## src/rtl/fge_pkg.sv

```systemverilog
// Package: shared encodings for the fetch group extractor.
// Assumes: nothing beyond standard SystemVerilog.
package fge_pkg;

    // Reason a fetch group stopped; precedence taken > line end > width.
    typedef enum logic [1:0] {
        STOP_WIDTH = 2'd0,
        STOP_LINE  = 2'd1,
        STOP_TAKEN = 2'd2
    } fge_stop_e;

    localparam int FGE_BYTE_BITS = 8;

endpackage

```

## src/rtl/fge_slot_window.sv

```systemverilog
// Module: fge_slot_window
// Slices FETCH_W consecutive instruction words out of a cache line,
// starting at the word addressed by the fetch PC, and gives each slot its PC
// and an in-line flag.
// Assumes: LINE_BYTES and INST_BYTES are powers of two, LINE_BYTES >= INST_BYTES,
// and line bytes are packed little-endian (byte k at bits [8k+7:8k]).
module fge_slot_window
    import fge_pkg::*;
#(
    parameter int PC_W       = 32,
    parameter int LINE_BYTES = 64,
    parameter int INST_BYTES = 4,
    parameter int FETCH_W    = 4
) (
    input  logic [PC_W-1:0]                          fetch_pc,
    input  logic [LINE_BYTES*FGE_BYTE_BITS-1:0]      line_data,
    output logic [$clog2(LINE_BYTES/INST_BYTES)-1:0] start_word,
    output logic [FETCH_W*PC_W-1:0]                  slot_pc,
    output logic [FETCH_W*INST_BYTES*FGE_BYTE_BITS-1:0] slot_inst,
    output logic [FETCH_W-1:0]                       slot_in_line
);
    localparam int INST_BITS = INST_BYTES * FGE_BYTE_BITS;
    localparam int WORDS     = LINE_BYTES / INST_BYTES;
    localparam int WIDX_W    = $clog2(WORDS);
    localparam int OFF_W     = $clog2(LINE_BYTES);
    localparam int IOFF_W    = $clog2(INST_BYTES);

    // Word index of the first slot inside the line.
    assign start_word = fetch_pc[OFF_W-1:IOFF_W];

    for (genvar i = 0; i < FETCH_W; i++) begin : g_slot
        logic [WIDX_W:0] widx;

        // Absolute word index of slot i, one bit wider to detect line overrun.
        assign widx = {1'b0, start_word} + (WIDX_W+1)'(i);

        // Slot lies inside the line when its word index is below the word count.
        assign slot_in_line[i] = (widx < (WIDX_W+1)'(WORDS));

        // Little-endian word at the slot offset (wrapped index is masked by in-line flag).
        assign slot_inst[i*INST_BITS +: INST_BITS] =
            line_data[widx[WIDX_W-1:0]*INST_BITS +: INST_BITS];

        // Sequential PC of slot i.
        assign slot_pc[i*PC_W +: PC_W] = fetch_pc + PC_W'(i * INST_BYTES);
    end

endmodule

```

## src/rtl/fge_group_limit.sv

```systemverilog
// Module: fge_group_limit
// Decides per-slot successor PCs and taken bits from pre-decode flags and the
// predictor answers, then finds where the group ends and why.
// Assumes: slot PCs are sequential; predictor answers are valid in the same
// cycle for every slot whose request is raised.
module fge_group_limit
    import fge_pkg::*;
#(
    parameter int PC_W       = 32,
    parameter int LINE_BYTES = 64,
    parameter int INST_BYTES = 4,
    parameter int FETCH_W    = 4
) (
    input  logic [FETCH_W*PC_W-1:0]                  slot_pc,
    input  logic [FETCH_W-1:0]                       slot_in_line,
    input  logic [$clog2(LINE_BYTES/INST_BYTES)-1:0] start_word,
    input  logic [FETCH_W-1:0]                       is_ctrl,
    input  logic [FETCH_W-1:0]                       bp_taken,
    input  logic [FETCH_W*PC_W-1:0]                  bp_target,
    output logic [FETCH_W*PC_W-1:0]                  slot_npc,
    output logic [FETCH_W-1:0]                       slot_tk,
    output logic [$clog2(FETCH_W+1)-1:0]             grp_cnt,
    output fge_stop_e                                grp_stop,
    output logic [PC_W-1:0]                          last_npc,
    output logic                                     last_tk
);
    localparam int WORDS  = LINE_BYTES / INST_BYTES;
    localparam int WIDX_W = $clog2(WORDS);
    localparam int GCNT_W = $clog2(FETCH_W+1);
    localparam int SUM_W  = WIDX_W + GCNT_W + 1;

    for (genvar i = 0; i < FETCH_W; i++) begin : g_npc
        // Taken only for control slots the predictor marks taken.
        assign slot_tk[i] = is_ctrl[i] & bp_taken[i];

        // Successor PC: predictor target when taken, else fall-through.
        assign slot_npc[i*PC_W +: PC_W] = slot_tk[i] ? bp_target[i*PC_W +: PC_W]
                                        : slot_pc[i*PC_W +: PC_W] + PC_W'(INST_BYTES);
    end

    // Walk the slots in order and stop at the first limit reached.
    always_comb begin
        logic done;
        done     = 1'b0;
        grp_cnt  = '0;
        grp_stop = STOP_WIDTH;
        last_npc = slot_pc[PC_W-1:0];
        last_tk  = 1'b0;
        for (int i = 0; i < FETCH_W; i++) begin
            if (!done) begin
                if (!slot_in_line[i]) begin
                    done     = 1'b1;
                    grp_stop = STOP_LINE;
                end else begin
                    grp_cnt  = grp_cnt + GCNT_W'(1);
                    last_npc = slot_npc[i*PC_W +: PC_W];
                    if (slot_tk[i]) begin
                        done     = 1'b1;
                        last_tk  = 1'b1;
                        grp_stop = STOP_TAKEN;
                    end
                end
            end
        end
        if (!done && (SUM_W'(start_word) + SUM_W'(FETCH_W) == SUM_W'(WORDS))) begin
            grp_stop = STOP_LINE;
        end
    end

endmodule

```

## src/rtl/fge_seq_track.sv

```systemverilog
// Module: fge_seq_track
// Holds the running sequence base and the count of taken-ended groups.
// Assumes: fire is high only for accepted, fault-free requests.
module fge_seq_track #(
    parameter int FETCH_W = 4,
    parameter int SEQ_W   = 32,
    parameter int CNT_W   = 16
) (
    input  logic                         clk,
    input  logic                         rst_n,
    input  logic                         fire,
    input  logic [$clog2(FETCH_W+1)-1:0] grp_cnt,
    input  logic                         last_tk,
    output logic [SEQ_W-1:0]             seq_base,
    output logic [CNT_W-1:0]             taken_total
);
    // Advance the sequence base by the group size on each accepted group.
    always_ff @(posedge clk) begin
        if (!rst_n) begin
            seq_base <= '0;
        end else if (fire) begin
            seq_base <= seq_base + SEQ_W'(grp_cnt);
        end
    end

    // Count groups that ended on a taken prediction.
    always_ff @(posedge clk) begin
        if (!rst_n) begin
            taken_total <= '0;
        end else if (fire && last_tk) begin
            taken_total <= taken_total + CNT_W'(1);
        end
    end

endmodule

```

## src/rtl/fge_top.sv

```systemverilog
// Module: fge_top
// Fetch group extractor: turns a fetch PC and its cache line into a registered
// group of up to FETCH_W instructions with PCs, predicted successors and
// sequence numbers, and updates the next fetch PC.
// Assumes: pre-decode flags and predictor answers arrive combinationally in
// the request cycle; a faulting request is dropped without side effects.
module fge_top
    import fge_pkg::*;
#(
    parameter int              PC_W       = 32,
    parameter int              LINE_BYTES = 64,
    parameter int              INST_BYTES = 4,
    parameter int              FETCH_W    = 4,
    parameter int              SEQ_W      = 32,
    parameter int              CNT_W      = 16,
    parameter logic [PC_W-1:0] RESET_PC   = '0
) (
    input  logic                                     clk,
    input  logic                                     rst_n,
    input  logic                                     req_valid,
    input  logic                                     line_fault,
    input  logic [PC_W-1:0]                          fetch_pc,
    input  logic [LINE_BYTES*8-1:0]                  line_data,
    input  logic [FETCH_W-1:0]                       is_ctrl,
    input  logic [FETCH_W-1:0]                       bp_taken,
    input  logic [FETCH_W*PC_W-1:0]                  bp_target,
    output logic [PC_W-1:0]                          line_addr,
    output logic [FETCH_W*INST_BYTES*8-1:0]          cand_inst,
    output logic [FETCH_W-1:0]                       bp_req_valid,
    output logic [FETCH_W*PC_W-1:0]                  bp_req_pc,
    output logic                                     out_valid,
    output logic [$clog2(FETCH_W+1)-1:0]             out_count,
    output logic [1:0]                               out_stop,
    output logic [FETCH_W*INST_BYTES*8-1:0]          out_inst,
    output logic [FETCH_W*PC_W-1:0]                  out_pc,
    output logic [FETCH_W*PC_W-1:0]                  out_npc,
    output logic [FETCH_W-1:0]                       out_taken,
    output logic [FETCH_W*SEQ_W-1:0]                 out_seq,
    output logic [PC_W-1:0]                          next_pc,
    output logic [PC_W-1:0]                          next_pc_inc,
    output logic [CNT_W-1:0]                         taken_total
);
    localparam int INST_BITS = INST_BYTES * 8;
    localparam int WORDS     = LINE_BYTES / INST_BYTES;
    localparam int WIDX_W    = $clog2(WORDS);
    localparam int OFF_W     = $clog2(LINE_BYTES);
    localparam int GCNT_W    = $clog2(FETCH_W+1);

    logic [WIDX_W-1:0]          start_word;
    logic [FETCH_W*PC_W-1:0]    slot_pc;
    logic [FETCH_W*INST_BITS-1:0] slot_inst;
    logic [FETCH_W-1:0]         slot_in_line;
    logic [FETCH_W*PC_W-1:0]    slot_npc;
    logic [FETCH_W-1:0]         slot_tk;
    logic [GCNT_W-1:0]          grp_cnt;
    fge_stop_e                  grp_stop;
    logic [PC_W-1:0]            last_npc;
    logic                       last_tk;
    logic [SEQ_W-1:0]           seq_base;
    logic [FETCH_W-1:0]         slot_keep;
    logic                       fire;

    // Line-aligned address handed to the cache.
    assign line_addr = {fetch_pc[PC_W-1:OFF_W], OFF_W'(0)};

    // A request without a fault produces a group.
    assign fire = req_valid & ~line_fault;

    fge_slot_window #(
        .PC_W(PC_W), .LINE_BYTES(LINE_BYTES), .INST_BYTES(INST_BYTES), .FETCH_W(FETCH_W)
    ) u_window (
        .fetch_pc     (fetch_pc),
        .line_data    (line_data),
        .start_word   (start_word),
        .slot_pc      (slot_pc),
        .slot_inst    (slot_inst),
        .slot_in_line (slot_in_line)
    );

    fge_group_limit #(
        .PC_W(PC_W), .LINE_BYTES(LINE_BYTES), .INST_BYTES(INST_BYTES), .FETCH_W(FETCH_W)
    ) u_limit (
        .slot_pc      (slot_pc),
        .slot_in_line (slot_in_line),
        .start_word   (start_word),
        .is_ctrl      (is_ctrl),
        .bp_taken     (bp_taken),
        .bp_target    (bp_target),
        .slot_npc     (slot_npc),
        .slot_tk      (slot_tk),
        .grp_cnt      (grp_cnt),
        .grp_stop     (grp_stop),
        .last_npc     (last_npc),
        .last_tk      (last_tk)
    );

    fge_seq_track #(
        .FETCH_W(FETCH_W), .SEQ_W(SEQ_W), .CNT_W(CNT_W)
    ) u_seq (
        .clk         (clk),
        .rst_n       (rst_n),
        .fire        (fire),
        .grp_cnt     (grp_cnt),
        .last_tk     (last_tk),
        .seq_base    (seq_base),
        .taken_total (taken_total)
    );

    // Candidate words and predictor lookups, raised only for in-line control slots.
    assign cand_inst = slot_inst;
    assign bp_req_pc = slot_pc;
    assign bp_req_valid = {FETCH_W{req_valid}} & slot_in_line & is_ctrl;

    // Slots kept in the group are those below the group count.
    for (genvar i = 0; i < FETCH_W; i++) begin : g_keep
        assign slot_keep[i] = (GCNT_W'(i) < grp_cnt);
    end

    // Register the group and its bookkeeping toward decode.
    always_ff @(posedge clk) begin
        if (!rst_n) begin
            out_valid   <= 1'b0;
            out_count   <= '0;
            out_stop    <= STOP_WIDTH;
            out_inst    <= '0;
            out_pc      <= '0;
            out_npc     <= '0;
            out_taken   <= '0;
            out_seq     <= '0;
        end else if (fire) begin
            out_valid   <= 1'b1;
            out_count   <= grp_cnt;
            out_stop    <= grp_stop;
            out_inst    <= slot_inst;
            out_pc      <= slot_pc;
            out_npc     <= slot_npc;
            out_taken   <= slot_tk & slot_keep;
            for (int i = 0; i < FETCH_W; i++) begin
                out_seq[i*SEQ_W +: SEQ_W] <= seq_base + SEQ_W'(i);
            end
        end else begin
            out_valid   <= 1'b0;
            out_count   <= '0;
        end
    end

    // Update the next fetch PC pair only on fault-free groups.
    always_ff @(posedge clk) begin
        if (!rst_n) begin
            next_pc     <= RESET_PC;
            next_pc_inc <= RESET_PC + PC_W'(INST_BYTES);
        end else if (fire) begin
            next_pc     <= last_npc;
            next_pc_inc <= last_npc + PC_W'(INST_BYTES);
        end
    end

endmodule

```

## config.mk

```make
export PLATFORM = sky130hd
export DESIGN_NAME = fge_top
export DESIGN_NICKNAME = d
export VERILOG_FILES = /design/src/rtl/fge_pkg.sv /design/src/rtl/fge_slot_window.sv /design/src/rtl/fge_group_limit.sv /design/src/rtl/fge_seq_track.sv /design/src/rtl/fge_top.sv
export SDC_FILE = /design/constraint.sdc
export NUM_CORES = 2
export LEC_CHECK = 0
export CAP_MARGIN = 20
export CORE_AREA = 4 4 604 606
export CTS_CLUSTER_SIZE = 30
export DETAILED_ROUTE_END_ITERATION = 16
export DIE_AREA = 0 0 608 610
export PLACE_DENSITY_LB_ADDON = 0.15
export SYNTH_ARGS = -nofsm -noshare
export SYNTH_HDL_FRONTEND = slang
export SYNTH_SLANG_ARGS = --single-unit
```

## constraint.sdc

```tcl
create_clock -name clk -period 6.82 [get_ports clk]
set_clock_uncertainty 0.15 [all_clocks]
set_input_delay 0.682 -clock clk [delete_from_list [all_inputs] [get_ports clk]]
set_output_delay 0.682 -clock clk [all_outputs]
set_load 0.1 [all_outputs]
```

* After elaboration in Yosys (flattened, before gate mapping) *
Cells that the tools add are included.

storage, ports and cells
  register bits after elaboration = 634
  input port bits = 684
  output and inout bits = 894
  logic and storage cells = 109

operators by class
  $add $sub $neg = 19
  magnitude comparators = 8
  equal/unequal tests = 1
  shift operators = 4
  muxes and demuxes = 52
  bitwise logic cells = 9
  reduce and logical (&&, ||, !) cells = 4

operator list
  cell                                                        count
  variable part select 512 x 10 -> 32 bit                     4
  two-way mux 32 bit                                          11
  adder 32 x 3 -> 32 bit, second input constant               5
  adder 32 x 2 -> 32 bit, second input constant               2
  adder 32 x 4 -> 32 bit, second input constant               2
  adder 32 x 1 -> 32 bit, second input constant               1
  adder 32 x 3 -> 32 bit                                      1
  two-way mux 2 bit                                           12
  two-way mux 1 bit                                           23
  two-way mux 3 bit                                           6
  adder 16 x 1 -> 16 bit, second input constant               1
  less-than comparator 5 bit, second input constant           3
  AND 4 bit                                                   3
  adder 4 x 2 -> 5 bit, second input constant                 2
  == test 8 x 5 -> 1 bit, second input constant               1
  adder 3 x 1 -> 3 bit, second input constant                 2
  less-than comparator 1 x 3 -> 1 bit, first input constant   2
  less-than comparator 2 x 3 -> 1 bit, first input constant   2
  adder 4 x 1 -> 5 bit, second input constant                 1
  adder 4 x 3 -> 5 bit, second input constant                 1
  AND 1 bit                                                   5
  less-than comparator 4 x 5 -> 1 bit, second input constant  1
  adder 1 x 1 -> 2 bit, second input constant                 1
  logical AND 1 bit                                           2
  3 further kinds                                             3

* Longest topological paths before layout *
  word-level depth = 13
  depth in mapped cells = 20
  depth with buffers taken out = 16

* By module *
Synthesis repeated with hierarchy kept, for this count alone.

unflattened totals
  cell total of the unflattened synthesis = 5,884
  area total of the unflattened synthesis = 46,550.9 um^2

by module, submodules not included
  module           times used  cells an instance  area an instance (um^2)  seq. area each (um^2)
  fge_top          1           2,829              22,315.2                 11,651.2
  fge_slot_window  1           1,783              16,140.5                 0.0
  fge_group_limit  1           1,007              5,796.8                  0.0
  fge_seq_track    1           265                2,298.5                  960.9

* Worst setup path before layout *
No wires, ideal clock.

  path kind = input port to output port
  from = input fetch_pc[3]
  to = output cand_inst[32]
  arrival time = 7,573 ps
  required time = 5,988 ps
  slack = -1,585 ps
  stages on the path = 11
  path buffers = 6
  path through = clkbuf_1 > inv_1 > clkbuf_1 > buf_1 > ha_1 > clkbuf_1 > clkbuf_1 > clkinv_1 > buf_1 > mux4_2 > a21oi_1

on the way
  cells in the longest elaborated chain, start to end = 2

RTL lines
  item                                     line                   source
  from (decl)                              fge_top.sv:22          input logic [PC_W-1:0] fetch_pc,
  adder 4 x 1 -> 5 bit                     fge_slot_window.sv:35  assign widx = {1'b0, start_word} + (WIDX_W+1)'(i);
  variable part select 512 x 10 -> 32 bit  fge_slot_window.sv:42  line_data[widx[WIDX_W-1:0]*INST_BITS +: INST_BITS];
  to (decl)                                fge_top.sv:28          output logic [FETCH_W*INST_BYTES*8-1:0] cand_inst,

No other way between the ends.

* Final worst setup path *
  from = input fetch_pc[2]
  to = output cand_inst[63]

The elaborated chain is that of the path after synthesis.

==> results.tsv <==
stage	metric	value	unit
clocking	clock root buffer	clkbuf_16	
floorplanning	full die area	370900	um2
place	Placed Area	64750	um2
layout	Finished Core Util	19.02	%
yosys	Post-synth EDFFs	0	
power_and_ir_drop	PD cells	249.7	nW/um2
power_and_ir_drop	power consumption	17.04	mW
global_routing	number of global-route vias before repair	49350	
worst_setup_path	worst r2r path cells	8	
yosys	Synth top area share	28.32	%
clocking	hold buffers post-CTS	0	
place	port bufs	1571	
yosys	flops & latches, synth	622	
clocking	H-tree lvl count	3	
worst_setup_path	WP data arrival	4.88	ns
place	post-DP HPWL	338000	um
floorplanning	FP Rows	220	
clocking	Inserted Clock Buffers	99	
yosys	post-synthesis cell type count	101	
worst_setup_path	reg-to-reg critical path endpoint	out_seq[115]	
yosys	largest family of logic cells by synthesized area	multiplexers	
global_routing	first-pass GRT wire length	523100	um
clocking	clock tree sinks	622	
yosys	Mapped Cells	5391	
yosys	sequential element share of the synthesized area	28.32	%
layout	Net count, final	7442	
sta	final setup TNS	0	ns
route	via count	50090	
sta	Setup Viol. Count Final	0	
global_routing	largest net degree at the start of global routing	140	
yosys	Adder-Cell Fraction of Synth Area	0.5520	%
worst_setup_path	crit-path most repeated cell	buf_12	
worst_setup_path	CP Data Required Time	5.99	ns
clocking	Max clock buf depth	4	
place	GP Congestion	0.8991	
sta	Hold Violations, Final	0	
route	Initial DRC Count	3951	
worst_setup_path	worst-path fanout max	139	
outcome	status	finished clean	
clocking	Post-CTS Setup Bufs	0	
worst_setup_path	worst-path cell chain	buf_8, buf_12, buf_12, buf_12, mux2_2, nand2_1, o21ai_0, mux4_2, buf_12	
power_and_ir_drop	Pleak	24.57	nW
yosys	Synth Warn #	0	
hold_path	HP Start	rst_n	
global_routing	Remaining Overflow, GRT	0	
route	Via density	4.302	
worst_setup_path	CP peak stage delay	0.68	ns
layout	Area Growth Syn to Fin	55.24	%
yosys	Synth Area in Compound Gates	17.94	%
floorplanning	initial core utilization	12.25	%
sta	slew margin rel.	18.67	%
yosys	cell area after synthesis	43970	um2
yosys	share of flip-flops with an asynchronous set or reset	0	%
flow_run	maxcap violations	0	
power_and_ir_drop	Max IR drop VDD	198.8	uV
yosys	mean post-synth cell area	8.157	um2
worst_setup_path	Buf/Inv on CP	5	
layout	most frequent cells in the layout	clkdlybuf4s50_1 (1231), nand2_1 (745), dfxtp_1 (622)	
global_routing	antenna violations before repair	190	
layout	commonest non-fill, non-tap cell in the layout	clkdlybuf4s50_1	
route	drt pass-1 iters	6	
worst_setup_path	crit path kind	in -> out	
yosys	mux contribution to synthesized area	23.72	%
floorplanning	I/O Pins	1578	
clocking	CTS tree	built	
hold_path	Hold/Removal Path Class	in -> reg	
sta	Final Cycle Share	83.80	%
sta	Final Max Tran Viols	0	
worst_setup_path	top cell family by delay on the critical path	buffers and inverters	
worst_setup_path	worst r2r src	u_seq.seq_base[3]	
floorplanning	Die W	608	um
sta	minimum clock period after layout	5.715	ns
clocking	CTS-repair resized insts	0	
layout	layout cells sized above 1	15.72	%
sta	RSZ-0062 raised after global routing	no	
clocking	Clock Latency Late Sink	0.82	ns
clocking	Clock transition at path regs	0.06	ns
route	antenna viol nets, final	0	
sta	Max Freq	175.0	MHz
worst_setup_path	CP Capture Type	output port	
worst_setup_path	Worst path slowest cell	mux4_2	
yosys	largest cells by area after synthesis	dfxtp_1 (28%), mux2i_1 (12%), mux4_2 (9.8%), nand2_1 (6.4%), a211oi_1 (6.0%)	
hold_path	Hold Path Depth	3	
worst_setup_path	Worst Setup Start Kind	input pin	
sta	Worst-Margin Slew	1.220	ns
route	detailed-route wire length	408900	um
yosys	xor and xnor area share after synthesis	4.538	%
floorplanning	Core Area	358900	um2
worst_setup_path	reg2reg setup slack	3.19	ns
layout	design area	68270	um2
yosys	dominant cell type by area after synthesis	dfxtp_1	
yosys	Synth Area in Simple Gates	18.42	%
route	DRC	0	
yosys	Post-synth top flop	dfxtp_1	
hold_path	WHS Endpoint	out_npc[0]	
route	WL/cell	35.12	um
global_routing	total global-route track usage	21.01	%
floorplanning	Die H	610	um
## Yosys cell counts (42+ instances only)
| cell | instances |
|---|---|
| buf_1 | 93 |
| nor3_1 | 80 |
| inv_1 | 79 |
| mux4_2 | 192 |
| or3_1 | 54 |
| xor2_1 | 106 |
| xnor2_1 | 120 |
| a211oi_1 | 352 |
| clkbuf_1 | 359 |
| nand3_1 | 104 |
| a31oi_1 | 48 |
| o21ai_0 | 212 |
| dfxtp_1 | 622 |
| buf_4 | 94 |
| mux2_2 | 66 |
| nand2_1 | 747 |
| mux2i_1 | 536 |
| a21oi_1 | 431 |
| and3_1 | 42 |
| nand4_1 | 59 |
| nor2_1 | 586 |
## flip-flops by register name, summed over array words and instances (netlist names), 4 cells and up
register and cells:
next_pc 32, next_pc_inc 30, out_inst 128, out_npc 128, out_pc 120, out_seq 126
out_taken 4, u_seq.seq_base 32, u_seq.taken_total 16
## metrics by stage
stage	instances	worst slack, ns	hold slack (ns)
after floorplan	5396	0.04978	0.4029
after global placement	11400	0.3559	0.2927
after detailed placement	11410	0.3379	0.2973
after CTS	11590	0.9848	0.007247
after global routing	11610	0.9696	0.04798
final	11640	1.105	0.1024
## kinds of logic (layout without fill, tap and decap cells)
| group | after synthesis | in the layout |
|---|---|---|
| compound gates | 1247 | 1247 |
| xor+xnor | 227 | 227 |
| fa+ha+maj | 19 | 19 |
| buf+inv | 658 | 2080 |
| flops | 622 | 622 |
| mux | 794 | 794 |
| other cells | 1 | 58 |
| simple gates | 1823 | 1823 |
## report_power, final
part / switching (mW) / internal (mW)
Sequential: 0.159 / 3.85
Clock: 2.21 / 3.19
Combinational: 5.68 / 1.96
Total: 8.04 / 9.00
## worst max-delay path by stage
| stage | start | end | slack (ns) | depth (start not counted) |
|---|---|---|---|---|
| floorplan | fetch_pc[3] | cand_inst[100] | 0.05 | 12 |
| global placement | fetch_pc[16] | next_pc_inc[31] | 0.36 | 13 |
| detailed placement | fetch_pc[3] | next_pc_inc[30] | 0.34 | 15 |
| CTS | fetch_pc[3] | cand_inst[43] | 0.98 | 9 |
| global route | fetch_pc[3] | cand_inst[43] | 0.97 | 9 |
| finish | fetch_pc[2] | cand_inst[63] | 1.10 | 9 |
## tightest hold or removal path, delay by kind of cell
family	cells	cell delay [ns]
buf+inv	1	0.19
compound gates	2	0.16
## final cells by class
| class | instances | area [um2] |
|---|---|---|
| Fill cell | 40360 | 290700 |
| Multi-Input combinational cell | 4116 | 28800 |
| Timing Repair Buffer | 1814 | 17280 |
| Sequential cell | 622 | 12450 |
| Tap cell | 4773 | 5972 |
| Clock buffer | 139 | 2839 |
| Clock inverter | 40 | 449.2 |
| Inverter | 87 | 347.8 |
| Antenna cell | 52 | 130.1 |
## metal layers
| metal | wire length (um) | global-route usage (%) | vias up |
|---|---|---|---|
| met3 | 28120 | 5.962 | 572 |
| met4 | 14970 | 6.613 | 82 |
| met1 | 144200 | 21.42 | 25080 |
| li1 | - | - | 22280 |
| met5 | 539 | 0 | - |
| met2 | 221100 | 40.77 | 2075 |
Power figures use the tool's default switching activity.
